===== src/rtl/mpar_pkg.sv =====
package mpar_pkg;

    typedef enum logic [1:0] {
        XM_ASYNC = 2'b00,
        XM_FAST  = 2'b01,
        XM_RSVD  = 2'b10,
        XM_SYNC  = 2'b11
    } xm_mode_e;

endpackage


===== src/rtl/mpar_gen.sv =====
module mpar_gen #(
    parameter int LANES  = 4,
    parameter int LANE_W = 8
) (
    input  logic [LANES*LANE_W-1:0] data,
    input  logic                    odd,
    output logic [LANES-1:0]        par
);

    for (genvar g = 0; g < LANES; g++) begin : g_lane
        assign par[g] = (^data[g*LANE_W +: LANE_W]) ^ odd;
    end

endmodule


===== src/rtl/mpar_mode.sv =====
module mpar_mode
    import mpar_pkg::*;
(
    input  logic       clk,
    input  logic       rst_n,
    input  logic       mode_wr,
    input  logic [1:0] mode_in,
    output logic       par_active,
    output logic       cfg_err
);

    typedef struct packed {
        xm_mode_e mode;
        logic     err;
        logic     active;
    } mode_st_t;

    mode_st_t st_d, st_q;

    always_comb begin
        st_d = st_q;
        if (mode_wr) begin
            st_d.mode = xm_mode_e'(mode_in);
            if (xm_mode_e'(mode_in) == XM_RSVD) begin
                st_d.err = 1'b1;
            end
        end
        st_d.active = (st_d.mode == XM_SYNC) && !st_d.err;
    end

    always_ff @(posedge clk or negedge rst_n) begin
        if (!rst_n) begin
            st_q <= '{mode: XM_ASYNC, err: 1'b0, active: 1'b0};
        end else begin
            st_q <= st_d;
        end
    end

    assign par_active = st_q.active;
    assign cfg_err    = st_q.err;

endmodule


===== src/rtl/mpar_check.sv =====
module mpar_check #(
    parameter int LANES  = 4,
    parameter int LANE_W = 8,
    localparam int DW    = LANES * LANE_W
) (
    input  logic             clk,
    input  logic             rst_n,
    input  logic             odd,
    input  logic             berr_en,
    input  logic             par_active,
    input  logic             cfg_err,
    input  logic             rd_valid,
    input  logic [DW-1:0]    rd_data,
    input  logic [LANES-1:0] rd_par,
    input  logic [LANES-1:0] rd_be,
    input  logic             ext_master,
    output logic             perr,
    output logic             berr,
    output logic [LANES-1:0] err_lanes
);

    typedef struct packed {
        logic             s_valid;
        logic [DW-1:0]    s_data;
        logic [LANES-1:0] s_par;
        logic [LANES-1:0] s_be;
        logic             s_ext;
        logic             perr;
        logic             berr;
        logic [LANES-1:0] lanes;
    } chk_st_t;

    chk_st_t st_d, st_q;

    logic             src_valid;
    logic [DW-1:0]    src_data;
    logic [LANES-1:0] src_par;
    logic [LANES-1:0] src_be;
    logic             src_ext;
    logic [LANES-1:0] calc_par;
    logic [LANES-1:0] lane_bad;
    logic             checked;
    logic             fault;

    always_comb begin
        if (berr_en) begin
            src_valid = st_q.s_valid;
            src_data  = st_q.s_data;
            src_par   = st_q.s_par;
            src_be    = st_q.s_be;
            src_ext   = st_q.s_ext;
        end else begin
            src_valid = rd_valid;
            src_data  = rd_data;
            src_par   = rd_par;
            src_be    = rd_be;
            src_ext   = ext_master;
        end
    end

    mpar_gen #(.LANES(LANES), .LANE_W(LANE_W)) u_regen (
        .data (src_data),
        .odd  (odd),
        .par  (calc_par)
    );

    always_comb begin
        st_d         = st_q;
        st_d.s_valid = rd_valid;
        st_d.s_data  = rd_data;
        st_d.s_par   = rd_par;
        st_d.s_be    = rd_be;
        st_d.s_ext   = ext_master;

        lane_bad = (calc_par ^ src_par) & src_be;
        checked  = !cfg_err && (src_ext ? par_active : 1'b1);
        fault    = src_valid && checked && (|lane_bad);

        st_d.perr  = fault;
        st_d.berr  = fault && berr_en && !src_ext;
        st_d.lanes = fault ? lane_bad : '0;
    end

    always_ff @(posedge clk or negedge rst_n) begin
        if (!rst_n) begin
            st_q <= '0;
        end else begin
            st_q <= st_d;
        end
    end

    assign perr      = st_q.perr;
    assign berr      = st_q.berr;
    assign err_lanes = st_q.lanes;

endmodule


===== src/rtl/mem_parity_ctl.sv =====
module mem_parity_ctl #(
    parameter int LANES  = 4,
    parameter int LANE_W = 8,
    localparam int DW    = LANES * LANE_W
) (
    input  logic             clk,
    input  logic             rst_n,
    input  logic             cfg_odd,
    input  logic             cfg_berr_en,
    input  logic             cfg_mode_wr,
    input  logic [1:0]       cfg_mode,
    input  logic             ext_master,
    input  logic [DW-1:0]    wr_data,
    output logic [LANES-1:0] wr_par,
    input  logic             rd_valid,
    input  logic [DW-1:0]    rd_data,
    input  logic [LANES-1:0] rd_par,
    input  logic [LANES-1:0] rd_be,
    output logic             perr,
    output logic             berr,
    output logic [LANES-1:0] err_lanes,
    output logic             par_active,
    output logic             cfg_err
);

    mpar_gen #(.LANES(LANES), .LANE_W(LANE_W)) u_wgen (
        .data (wr_data),
        .odd  (cfg_odd),
        .par  (wr_par)
    );

    mpar_mode u_mode (
        .clk        (clk),
        .rst_n      (rst_n),
        .mode_wr    (cfg_mode_wr),
        .mode_in    (cfg_mode),
        .par_active (par_active),
        .cfg_err    (cfg_err)
    );

    mpar_check #(.LANES(LANES), .LANE_W(LANE_W)) u_check (
        .clk        (clk),
        .rst_n      (rst_n),
        .odd        (cfg_odd),
        .berr_en    (cfg_berr_en),
        .par_active (par_active),
        .cfg_err    (cfg_err),
        .rd_valid   (rd_valid),
        .rd_data    (rd_data),
        .rd_par     (rd_par),
        .rd_be      (rd_be),
        .ext_master (ext_master),
        .perr       (perr),
        .berr       (berr),
        .err_lanes  (err_lanes)
    );

endmodule


===== config.mk =====
export PLATFORM = sky130hd
export DESIGN_NAME = mem_parity_ctl
export DESIGN_NICKNAME = d
export VERILOG_FILES = /design/src/rtl/mpar_pkg.sv /design/src/rtl/mpar_gen.sv /design/src/rtl/mpar_mode.sv /design/src/rtl/mpar_check.sv /design/src/rtl/mem_parity_ctl.sv
export SDC_FILE = /design/constraint.sdc
export NUM_CORES = 1
export LEC_CHECK = 0
export BUFFER_PORTS_ARGS = -buffer_cell sky130_fd_sc_hd__buf_2
export CAP_MARGIN = 20
export CORE_MARGIN = 2
export CORE_UTILIZATION = 49
export DETAILED_ROUTE_END_ITERATION = 10
export GPL_TIMING_DRIVEN = 0
export PLACE_DENSITY = 0.76
export SYNTH_ARGS = -nofsm -noshare
export SYNTH_HDL_FRONTEND = slang
export SYNTH_SLANG_ARGS = --single-unit

===== constraint.sdc =====
create_clock -name clk -period 2.45 [get_ports clk]
set_clock_uncertainty 0.15 [all_clocks]
set_input_delay 0.735 -clock clk [delete_from_list [all_inputs] [get_ports clk]]
set_output_delay 0.735 -clock clk [all_outputs]
set_load 0.02 [all_outputs]

==> results of run 1 <==
==> layout make-up <==
class	count	area [sq um]
buffer	8	68.8
clock buffer	8	90.1
fill	384	1630
inverter	2	12.5
multi-input combinational	129	1260
sequential	52	1300
tap	70	87.6
timing repair buffer	91	592
==> sequential cells by signal, indices dropped and copies added (netlist names) <==
name,cells
u_mode.par_active,1
u_check.berr,1
u_check.st_q,42
u_check.perr,1
u_mode.cfg_err,1
u_mode.st_q,2
u_check.err_lanes,4
==> stage by stage <==
step | setup TNS (ps) | utilization, % | power, mW
after global routing | -374 | 67.6 | 2.12
after global placement | -706 | 60.5 | 1.46
final | -228 | 67.6 | 2.01
after floorplan | 0 | - | 1.29
after CTS | -200 | 66.3 | 2.00
after detailed placement | -828 | 60.5 | 1.46
==> worst register-to-register path, delay by kind of cell, from the launching register on <==
family / cells / cell delay (ps)
compound gates: 2 / 510
xor+xnor: 3 / 830
flops: 1 / 380
mux: 1 / 140
==> power breakdown <==
group,total [mW],internal [mW],leakage (nW),switching [mW]
clock network,0.480,0.231,0.0455,0.249
registers,0.910,0.896,0.620,0.0147
logic,0.617,0.338,1.01,0.279
total,2.01,1.46,1.67,0.543
==> how the worst min path moves through the flow <==
stage	to	slack, ps	from	cells past startpoint
2_1_floorplan	u_check.berr	280	u_check.st_q[6]	1
3_3_place_gp	u_check.berr	300	u_check.st_q[6]	1
3_5_place_dp	u_check.berr	300	u_check.st_q[6]	1
4_1_cts	u_check.berr	320	u_check.st_q[6]	1
5_1_grt	u_check.st_q[21]	130	rst_n	1
6_report	u_check.st_q[21]	140	rst_n	1
==> cell families after synthesis <==
logic type,synth area share (%)
xor+xnor,30.1
flops,51.8
mux,9.91
simple gates,2.34
compound gates,2.69
buf+inv,3.24
==> placed cells by master (no fill, tap or decap) <==
cell type   n
clkbuf_2    1
nand2_1     8
nor2_1      6
o21ai_0     5
xnor3_1     4
buf_4       9
o21bai_1    1
a22oi_1     2
inv_1       1
clkbuf_1    2
mux2i_2     1
buf_6      14
a21oi_1     1
xnor2_4     4
mux2i_1    19
and2_1      1
dfrtp_1    52
xnor2_2     7
xor2_1     35
buf_2      70
inv_6       1
xnor2_1    30
buf_12      1
clkbuf_8    6
a2111oi_2   1
buf_8       4
mux2_2      4
==> metal layers <==
metal  routed length, um  GRT usage (%)  part of all wire [%]  up-vias
li1                    -              -                     -      804
met1                1710           18.3                    38      774
met2                2360           29.5                    53       68
met3                 321           5.03                   7.2        6
met4                  63           5.85                   1.4        0
met5                   0              0                     0        -
==> timing repair <==
action                                  CTS  global route
gates resized for setup                  32             6
pin swaps                                20            12
endpoints found under the setup margin    4             5
==> flow_summary.ini, run 1 <==
[run_status]
status = finished, violations left
violations = setup timing

[global_routing]
grt_pass1_wl_um = 6780
grt_overflow = 0
track_usage_pct = 16.4
grt_max_degree = 53
grt_pass1_vias = 1630
antenna_found_initial = 0

[floorplanning]
rows = 26
die_w_um = 75.6
core-area_sq_um = 5040
ios = 93
die-area_sq_um = 5720
die_h_um = 75.6
start_util_pct = 49.9

[yosys]
synth.most_common_cell = dfrtp_1
async_flop_share_pct = 100
synth_enable_flop_cells = 0
synthesis.area_sq_um = 2510
yosysWarnings = 0
syn-num-nets = 272
synth.distinct_cells = 21
syn_area_per_cell_sq_um = 13.2
ys.flop_type = dfrtp_1
ys_top_cells_by_area = dfrtp_1 (52%), xnor2_1 (14%), xor2_1 (12%)
yosysSeqAreaShare_pct = 51.8
synth_top_area_share_pct = 51.8
yosys-top-cells-count = dfrtp_1 (52), xnor2_1 (41), xor2_1 (35)
syn_inst = 191
ys_ff_latch = 52
yosys.area.top_type = dfrtp_1

[timing]
post-route-period-util_pct = 103
setup_viol = 4
finalCriticalPeriod_ps = 2530
finalHoldViolCount = 0
slew_violations = 0
fin_ws_ps = -81.7
worst_pin_slew_ps = 679
relSlewSlack_pct = 54.3
clock.fmax_mhz = 395
rsz0062_at_grt = true
worst_hold_slack_ps = 138

[setup_path]
r2r_setup_slack_ps = 350
arrival_ps = 1650
crit_end = wr_par[1]
crit_required_ps = 1560
crit_path_start = wr_data[14]
reg2reg_to = u_check.berr
worstPathMaxFanout = 1
worst-path-buf-inv = 2
crit_cells = 6
crit_family = XOR/XNOR gates
crit_type = in -> out
cp_slowest_cell = xnor2_4
start_kind = input port
critPathCaptureType = output pin
timing.rr.start = u_check.st_q[17]
max_stage_delay_ps = 180
cp_common_cell = xnor2_1
crit_chain = buf_8 -> xnor2_4 -> xnor2_2 -> xnor2_1 -> xnor2_1 -> buf_4
ff2ff_path_depth = 6

[clock_tree]
clk-insertion-delay-late_ps = 300
cts_buffers = 5
cts_tree = done
post-cts-setup-buffers = 0
cts_num_sinks = 52
clkTransAtPathRegs_ps = 80
hold_buffers = 0
clockBufferDepth = 2
cts_htree_levels = 2
clockRootBuffer = clkbuf_8

[drt]
via_per_inst = 4.59
drc = 0
dr_total_vias = 1652
drt-initial-drc-count = 21
routedWlPerCell_um = 12.4
drtAntennaViolNets = 0
first_pass_iters = 4
wirelength_um = 4460

[min_path]
hold_class = in -> async

[placed_design]
pre_cts_ws_ps = -235
postPlaceCellArea_sq_um = 3050
place_hpwl_um = 3220
dp_cells = 351
place_congestion = 0.707
portBuffers = 90

[job]
drv_cap = 0

[cells_and_area]
final_cell_count_no_fill = 360
antennaDiodeCount = 0
synthToLayoutAreaGrowth_pct = 35.7
design_area_sq_um = 3410
drive_gt1_share_pct = 42.4
nNetsFinal = 370

[pwr]
powerDensity_nw_per_um2 = 588
vdd_drop_max_mv = 0.278
p_leak_nw = 1.67
(Power assumes the default switching activity.)
==> inputs of run 2 (changes only) <==
==> constraint.sdc (replaced) <==
create_clock -name clk -period 2.45 [get_ports clk]
set_clock_uncertainty 0.15 [all_clocks]
set_input_delay 0.49 -clock clk [delete_from_list [all_inputs] [get_ports clk]]
set_output_delay 0.49 -clock clk [all_outputs]
set_load 0.02 [all_outputs]
==> flow_summary.ini, run 2 (synthesis gave the netlist of run 1 again) <==
[cells_and_area]
synthToLayoutAreaGrowth_pct = 26.2
regMostFlops = u_check.st_q
layout_common_cells = buf_2 (90), dfrtp_1 (52), xnor2_1 (41)
drive_gt1_share_pct = 38.5
final_common_cell = buf_2
largest_reg_flops = 42
antennaDiodeCount = 0
nNetsFinal = 371

[pwr]
p_int_mw = 1.40
vdd_drop_max_mv = 0.275
clkPwrFrac_pct = 25.0
seqPwrFrac_pct = 47.3
p_sw_mw = 0.518
swShare_pct = 27.0
p_leak_nw = 1.57
powerDensity_nw_per_um2 = 606
power_frac_comb_pct = 27.7

[timing]
setup_viol = 0
fin_ws_ps = 316
tns_ps = 0
post-route-period-util_pct = 87.1
relSlewSlack_pct = 53.6
finalCriticalPeriod_ps = 2130
finalHoldViolCount = 0
slew_violations = 0
rsz0062_at_grt = false
clock.fmax_mhz = 469
worst_pin_slew_ps = 688

[global_routing]
grt_pass1_vias = 1573
antenna_found_initial = 0
grtUsageMet2_pct = 28.1
globalRouteMet3Util_pct = 4.63
met1_usage_pct = 16.5
grt_max_degree = 53
grt_pass1_wl_um = 6370
grt_overflow = 0
track_usage_pct = 15.3
busiest_layer = met2

[setup_path]
start_kind = register
worst-path-buf-inv = 0
cp_slowest_cell = xnor3_1
crit_required_ps = 2490
crit_type = reg -> reg
crit_family = XOR/XNOR gates
worstPathMaxFanout = 2
r2r_setup_slack_ps = 320
max_stage_delay_ps = 420
critPathCaptureType = register
crit_chain = xor2_1 -> mux2i_1 -> xnor3_1 -> xnor2_1 -> a22oi_1 -> a2111oi_2
arrival_ps = 2170

[drt]
drt-initial-drc-count = 26
dr_total_vias = 1607
routedWlPerCell_um = 11.2
via_per_inst = 4.45
drc = 0
first_pass_iters = 4
wirelength_um = 4030
drtAntennaViolNets = 0

[clock_tree]
clkTransAtPathRegs_ps = 90
clockBufferDepth = 2
hold_buffers = 0
post-cts-setup-buffers = 0
cts_tree = done
cts_num_sinks = 52
clk-insertion-delay-late_ps = 300
cts_resized = 0
cts_htree_levels = 2
clockRootBuffer = clkbuf_8
cts_buffers = 5

[floorplanning]
die_h_um = 75.6
ios = 93
die-area_sq_um = 5720
start_util_pct = 49.9
rows = 26
core-area_sq_um = 5040
die_w_um = 75.6

[min_path]
hold_class = in -> reg

[placed_design]
place_hpwl_um = 3220
portBuffers = 90
pre_cts_ws_ps = 9.62
place_congestion = 0.707

[run_status]
status = completed

[job]
drv_cap = 0
run 2: changes by cell type in the layout (fill, tap and decap cells not counted):
cell	change
buf_2	+20
buf_6	-13
xnor2_1	+11
xnor2_2	-7
buf_4	-4
xnor2_4	-4
buf_8	-3
dlygate4sd3_1	+1
run 2: worst reg2reg max path: stages, from the launching register on:
cell       delay (ps)
dfrtp_1           380
xor2_1            160
mux2i_1           140
xnor3_1           420
xnor2_1           250
a22oi_1           160
a2111oi_2         380
run 2: stage by stage:
step	utilization [%]	hold slack, ps	std cells	area (sq um)	power [mW]
after global placement	60.5	297	351	3050	1.46
final	62.9	156	361	3170	1.92
after global routing	62.9	142	361	3170	2.04
after floorplan	-	44.4	191	2510	1.29
after CTS	62.3	145	359	3140	1.95
after detailed placement	60.5	303	351	3050	1.46
run 2: area by class of cell:
type,count,area [sq um]
Buffer,8,68.8
Clock buffer,8,90.1
Fill cell,408,1870
Inverter,2,12.5
Multi-Input combinational cell,129,1130
Sequential cell,52,1300
Tap cell,70,87.6
Timing Repair Buffer,92,480
run 2: per-layer routing:
layer  wire (um)  vias up
met1        1640      725
met3         310        6
met2        2020       68
li1            -      808
met4          63        0
met5           0        -
run 2: power groups by stage:
| stage | sequential, mW | combinational, mW | clock, mW |
|---|---|---|---|
| floorplan | 0.926 | 0.367 | 0 |
| global placement | 0.926 | 0.530 | 0 |
| detailed placement | 0.928 | 0.535 | 0 |
| CTS | 0.911 | 0.537 | 0.500 |
| global route | 0.915 | 0.585 | 0.542 |
| finish | 0.910 | 0.532 | 0.481 |
run 2: worst paths after layout:
kind / from / endpoint / depth (start not counted)
hold reg to reg: u_check.st_q[6] / u_check.berr / 1
hold / removal: rd_valid / u_check.st_q[47] / 1
min in group asynchronous: rst_n / u_check.st_q[21] / 2
max in group asynchronous: rst_n / u_check.st_q[39] / 3
setup reg to reg: u_check.st_q[17] / u_check.berr / 6
setup / recovery: u_check.st_q[17] / u_check.berr / 6
